--- src/rtl/gpio_ovr_pkg.sv ---
package gpio_ovr_pkg;

  typedef enum logic [1:0] {
    SEL_DIR  = 2'd0,
    SEL_OUT  = 2'd1,
    SEL_PULL = 2'd2,
    SEL_PIN  = 2'd3
  } reg_sel_e;

  // chosen = override value when enabled, else the base value
  function automatic logic take_over(input logic en, input logic val, input logic base);
    return en ? val : base;
  endfunction

  // next stored output bit: a write wins, otherwise a toggle strobe flips it
  function automatic logic next_out(input logic wr_hit, input logic wbit,
                                    input logic tgl, input logic cur);
    return wr_hit ? wbit : (cur ^ tgl);
  endfunction

endpackage

--- src/rtl/gpio_port_regs.sv ---
module gpio_port_regs
  import gpio_ovr_pkg::*;
#(
  parameter int PINS = 8
) (
  input  logic            clk,
  input  logic            rst_n,
  input  logic            wr,
  input  reg_sel_e        sel,
  input  logic [PINS-1:0] wdata,
  input  logic [PINS-1:0] tgl,
  output logic [PINS-1:0] dir_q,
  output logic [PINS-1:0] out_q,
  output logic [PINS-1:0] pull_q
);

  logic wr_dir, wr_out, wr_pull;
  logic [PINS-1:0] out_d;

  assign wr_dir  = wr && (sel == SEL_DIR);
  assign wr_out  = wr && (sel == SEL_OUT);
  assign wr_pull = wr && (sel == SEL_PULL);

  for (genvar i = 0; i < PINS; i++) begin : g_out
    assign out_d[i] = next_out(wr_out, wdata[i], tgl[i], out_q[i]);
  end

  always_ff @(posedge clk or negedge rst_n) begin
    if (!rst_n) begin
      dir_q  <= '0;
      out_q  <= '0;
      pull_q <= '0;
    end else begin
      if (wr_dir)  dir_q  <= wdata;
      if (wr_pull) pull_q <= wdata;
      out_q <= out_d;
    end
  end

endmodule

--- src/rtl/gpio_pin_ovr.sv ---
module gpio_pin_ovr
  import gpio_ovr_pkg::*;
(
  input  logic dir_bit,
  input  logic out_bit,
  input  logic pull_bit,
  input  logic core_off,
  input  logic pu_en,
  input  logic pu_val,
  input  logic dir_en,
  input  logic dir_val,
  input  logic val_en,
  input  logic val_val,
  input  logic din_en,
  input  logic din_val,
  input  logic pad_lvl,
  output logic oe,
  output logic dout,
  output logic pu,
  output logic in_on,
  output logic din
);

  assign pu    = take_over(pu_en, pu_val, pull_bit);
  assign oe    = take_over(dir_en, dir_val, dir_bit);
  assign dout  = oe & take_over(val_en, val_val, out_bit);
  assign in_on = take_over(din_en, din_val, ~core_off);
  assign din   = pad_lvl & in_on;

endmodule

--- src/rtl/gpio_in_sync.sv ---
module gpio_in_sync #(
  parameter int PINS   = 8,
  parameter int STAGES = 2
) (
  input  logic            clk,
  input  logic            rst_n,
  input  logic [PINS-1:0] d,
  output logic [PINS-1:0] first_q,
  output logic [PINS-1:0] q
);

  logic [STAGES-1:0][PINS-1:0] stg;

  always_ff @(posedge clk or negedge rst_n) begin
    if (!rst_n) stg[0] <= '0;
    else        stg[0] <= d;
  end

  for (genvar s = 1; s < STAGES; s++) begin : g_stage
    always_ff @(posedge clk or negedge rst_n) begin
      if (!rst_n) stg[s] <= '0;
      else        stg[s] <= stg[s-1];
    end
  end

  assign first_q = stg[0];
  assign q       = stg[STAGES-1];

endmodule

--- src/rtl/gpio_ovr_port.sv ---
module gpio_ovr_port
  import gpio_ovr_pkg::*;
#(
  parameter int PINS        = 8,
  parameter int SYNC_STAGES = 2
) (
  input  logic            clk,
  input  logic            rst_n,
  input  logic            bus_wr,
  input  logic [1:0]      bus_addr,
  input  logic [PINS-1:0] bus_wdata,
  output logic [PINS-1:0] bus_rdata,
  input  logic [PINS-1:0] core_din_off,
  input  logic [PINS-1:0] pu_ovr_en,
  input  logic [PINS-1:0] pu_ovr_val,
  input  logic [PINS-1:0] dir_ovr_en,
  input  logic [PINS-1:0] dir_ovr_val,
  input  logic [PINS-1:0] val_ovr_en,
  input  logic [PINS-1:0] val_ovr_val,
  input  logic [PINS-1:0] tgl_ovr,
  input  logic [PINS-1:0] din_ovr_en,
  input  logic [PINS-1:0] din_ovr_val,
  input  logic [PINS-1:0] pad_in,
  output logic [PINS-1:0] pad_oe,
  output logic [PINS-1:0] pad_out,
  output logic [PINS-1:0] pad_pu,
  output logic [PINS-1:0] periph_din
);

  reg_sel_e        sel;
  logic [PINS-1:0] dir_q, out_q, pull_q;
  logic [PINS-1:0] din_on;
  logic [PINS-1:0] sync_first, pin_q;

  assign sel = reg_sel_e'(bus_addr);

  gpio_port_regs #(.PINS(PINS)) u_regs (
    .clk    (clk),
    .rst_n  (rst_n),
    .wr     (bus_wr),
    .sel    (sel),
    .wdata  (bus_wdata),
    .tgl    (tgl_ovr),
    .dir_q  (dir_q),
    .out_q  (out_q),
    .pull_q (pull_q)
  );

  for (genvar i = 0; i < PINS; i++) begin : g_pin
    gpio_pin_ovr u_pin (
      .dir_bit  (dir_q[i]),
      .out_bit  (out_q[i]),
      .pull_bit (pull_q[i]),
      .core_off (core_din_off[i]),
      .pu_en    (pu_ovr_en[i]),
      .pu_val   (pu_ovr_val[i]),
      .dir_en   (dir_ovr_en[i]),
      .dir_val  (dir_ovr_val[i]),
      .val_en   (val_ovr_en[i]),
      .val_val  (val_ovr_val[i]),
      .din_en   (din_ovr_en[i]),
      .din_val  (din_ovr_val[i]),
      .pad_lvl  (pad_in[i]),
      .oe       (pad_oe[i]),
      .dout     (pad_out[i]),
      .pu       (pad_pu[i]),
      .in_on    (din_on[i]),
      .din      (periph_din[i])
    );
  end

  gpio_in_sync #(.PINS(PINS), .STAGES(SYNC_STAGES)) u_sync (
    .clk     (clk),
    .rst_n   (rst_n),
    .d       (periph_din),
    .first_q (sync_first),
    .q       (pin_q)
  );

  always_comb begin
    unique case (sel)
      SEL_DIR:  bus_rdata = dir_q;
      SEL_OUT:  bus_rdata = out_q;
      SEL_PULL: bus_rdata = pull_q;
      default:  bus_rdata = pin_q;
    endcase
  end

endmodule

--- config.mk ---
export PLATFORM = sky130hd
export DESIGN_NAME = gpio_ovr_port
export DESIGN_NICKNAME = d
export VERILOG_FILES = /design/src/rtl/gpio_ovr_pkg.sv /design/src/rtl/gpio_port_regs.sv /design/src/rtl/gpio_pin_ovr.sv /design/src/rtl/gpio_in_sync.sv /design/src/rtl/gpio_ovr_port.sv
export SDC_FILE = /design/constraint.sdc
export NUM_CORES = 1
export LEC_CHECK = 0
export ABC_AREA = 1
export BUFFER_PORTS_ARGS = -buffer_cell sky130_fd_sc_hd__buf_4
export CORE_ASPECT_RATIO = 1.25
export CORE_MARGIN = 10
export CORE_UTILIZATION = 35
export DETAILED_ROUTE_END_ITERATION = 10
export GPL_TIMING_DRIVEN = 0
export HOLD_SLACK_MARGIN = 0.06
export PLACE_DENSITY = 0.7
export SLEW_MARGIN = 20
export SYNTH_ARGS = -nofsm -noshare
export SYNTH_HDL_FRONTEND = slang
export SYNTH_SLANG_ARGS = --single-unit
export TNS_END_PERCENT = 50
--- constraint.sdc ---
create_clock -name clk -period 0.95 [get_ports clk]
set_input_delay 0.0475 -clock clk [delete_from_list [all_inputs] [get_ports clk]]
set_output_delay 0.0475 -clock clk [all_outputs]
set_load 0.01 [all_outputs]
==> reports/metrics.yaml <==
min_path:
  hold_end: "u_regs.out_q[2]"
  hp-class: "in2reg"
  min_from: "tgl_ovr[2]"
  worst_hold_path.num_cells: 5
worst_setup_path:
  slowest_stage: "dfrtp_1"
  regToRegSetupSlack_ns: -0.15
  r2r-end: "u_regs.out_q[5]"
  slowest_delay_ns: 0.42
  worstSetupPathType: "reg2out"
  startpoint: "u_regs.out_q[5]"
  start_kind: "flip-flop"
  crit_arrival_ns: 1.14
  r2r_cells: 8
  worstPathRequired_ns: 0.90
  path_cells: "buf_6 > nand3_2 > nand4_1 > buf_4"
  r2r-start: "u_regs.out_q[5]"
  crit_path_max_fanout: 3
  end_kind: "output pin"
routing:
  wirelength_mm: 7.96
  postRouteAntennaNets: 0
  avgRoutedWirePerCell_um: 13.5
  drcViolationCount: 0
  dr.pass1.iters: 4
  vias: 2671
  vias_per_cell: 4.53
  drtIter0Drc: 88
power:
  power_frac_clock_pct: 22.1
  p_comb_share_pct: 39.8
  swShare_pct: 29.6
  seq_power_share_pct: 38.1
  p_leak_uw: 0.00233
  p_per_area_nw_per_um2: 1270
  power_switching_uw: 1600
  power.internal_uw: 3800
  ir_drop_mv: 0.768
yosys:
  synth-seq-cells: 40
  synth_top_area_share_pct: 40.5
  synth_area_leader_cell: "dfrtp_1"
  ys_types: 17
  synthesis.area_um2: 2470
  syn_inst: 325
  yosys-top-cells-area: "dfrtp_1 (41%), nand2_1 (13%), buf_4 (9.7%)"
  synthesis.nets: 426
  syn-mean-instance-area_um2: 7.60
  ys_warn_count: 0
  yosysSeqAreaShare_pct: 40.5
grt:
  busiest_layer: "met2"
  grt_pass1_vias: 2706
  use_met2_pct: 24.3
  grt_max_degree: 41
  antenna_found_initial: 0
  grt_use_met3_pct: 6.57
  grt.met1_usage_pct: 14.7
  grt_usage_pct: 13.9
  grt_pass1_wl_mm: 12.3
  overflow: 0
clock_network:
  htreeDepth: 2
  cts_tree: "built"
  clk_pin_slew_ns: 0.07
  insertion_delay_ns: 0.29
  cts_made_buffers: 5
  cts.sinks: 40
  clockBufferDepth: 2
  cts-root-buf: "clkbuf_8"
final_layout:
  final_core_util_pct: 61.1
  area_growth_pct: 71.4
  fin_nets: 601
  seq_area_um2: 1000
  fill_cells: 641
  drive_gt1_share_pct: 50.8
  n_antenna_cell: 0
  multi_input_area_um2: 1040
floorplan:
  fp.dieH_um: 114
  row_count: 34
  ios: 141
  initial_utilization_pct: 35.6
  die_area_um2: 10800
  die_x_um: 95.2
  core_um2: 6930
place:
  routabilityCongestion: 0.754
  port-buffer-count: 138
  dp.final_hpwl_mm: 6.09
sta:
  finalSetupTns_ns: -5.43
  period_share_pct: 125
  fin_ws_ns: -0.238
  finalSetupViolCount: 34
  rsz0062_at_grt: "true"
  relSlewSlack_pct: 67.2
  worstMarginPinSlew_ns: 0.492
  period_needed_ns: 1.19
  final_hold_viol_count: 0
  finalMaxSlewViolations: 0
  finClkSkew_ns: 0.000309
  fmax_mhz: 842
status:
  status: "finished with violations"
  failed_checks: "negative setup slack"
flow_run:
  maxCapViolCount: 0
stage by stage:
step                instances  total power, uW  instance area (um^2)  hold slack [ns]  worst slack, ns
detailed placement        553             3730                  3620           0.0499       -0.0000824
floorplan                 325             2910                  2470           -0.248            0.168
global placement          553             3690                  3620           0.0483           0.0123
CTS                       589             5370                  4180           0.0616           -0.224
global route              590             5730                  4240           0.0938           -0.281
finish                    590             5400                  4240           0.0655           -0.238
synthesized netlist by cell type:
cell	instances
nand4_1	8
nand3_1	24
nand3_4	2
dfrtp_1	40
inv_4	2
nand2_1	86
buf_2	2
buf_6	5
buf_4	32
nand2_4	1
a21oi_1	8
o21ai_1	19
nor2_8	1
nand2_2	2
o21ai_2	13
inv_1	56
o21ai_0	24
layout make-up:
| cell class | instances | share of cell area [%] |
|---|---|---|
| buffer | 29 | 5.46 |
| clock buffer | 7 | 2.27 |
| inverter | 58 | 5.26 |
| multi-input combinational | 188 | 24.7 |
| sequential | 40 | 23.6 |
| tap | 90 | 2.66 |
| timing repair buffer | 178 | 36.1 |
kinds of logic (layout without fill, tap and decap cells):
group                  after synthesis  in the layout  share of synthesized area (%)
buffers and inverters               97            272                           21.4
AO/OA/AOI/OAI                       64             64                           14.9
AND/OR/NAND/NOR                    124            124                           23.1
flip-flops                          40             40                           40.5
flip-flops by register name, summed over array words and instances, names as in the netlist:
name / count
u_regs.out_q: 8
u_sync.first_q: 8
u_sync.q: 8
u_regs.dir_q: 8
u_regs.pull_q: 8
what timing repair did:
item,CTS,global route
pin swaps,23,15
endpoints found under the hold margin,64,0
setup buffers,22,2
setup endpoints to repair,32,34
hold buffers,18,0
resized for setup,72,19
layout by cell type, fill, tap and decap left out:
master and instances:
o21ai_0 9, inv_4 2, buf_4 143, nand3_2 6, nor2_8 1, inv_1 46, o21ai_1 17, buf_2 2
buf_6 44, nand2_1 82, dfrtp_1 40, a21oi_1 8, nand2_4 1, nand3_4 2, inv_2 10, clkbuf_8 7
nand4_1 8, dlygate4sd3_1 18, nand3_1 18, o21ai_2 30, nand2_2 6
critical path: cells and delay by family (launching register included):
| kind | cells | cell delay, ns |
|---|---|---|
| flops | 1 | 0.42 |
| simple gates | 2 | 0.13 |
| buf+inv | 2 | 0.29 |
worst max-delay path by stage:
stage                            endpoint  slack (ns)  cells past startpoint
after global placement         pad_out[2]        0.01                      6
after global routing           pad_out[5]       -0.28                      5
after floorplan           u_regs.dir_q[5]        0.17                      6
after detailed placement       pad_out[0]    -0.00008                      6
final                        bus_rdata[5]       -0.24                      4
after CTS                    bus_rdata[0]       -0.22                      4
power by group through the flow:
stage / clock (uW) / combinational [uW] / sequential [uW]
global route: 1300 / 2350 / 2080
floorplan: 0 / 863 / 2050
finish: 1190 / 2150 / 2050
CTS: 1220 / 2100 / 2040
global placement: 0 / 1590 / 2090
detailed placement: 0 / 1630 / 2100
per-layer routing:
metal / vias to the layer above / wire [um]
met5: - / 0
met4: 0 / 63
met3: 5 / 946
met2: 107 / 4050
met1: 1216 / 2900
li1: 1343 / -
Power figures use the tool's default switching activity.
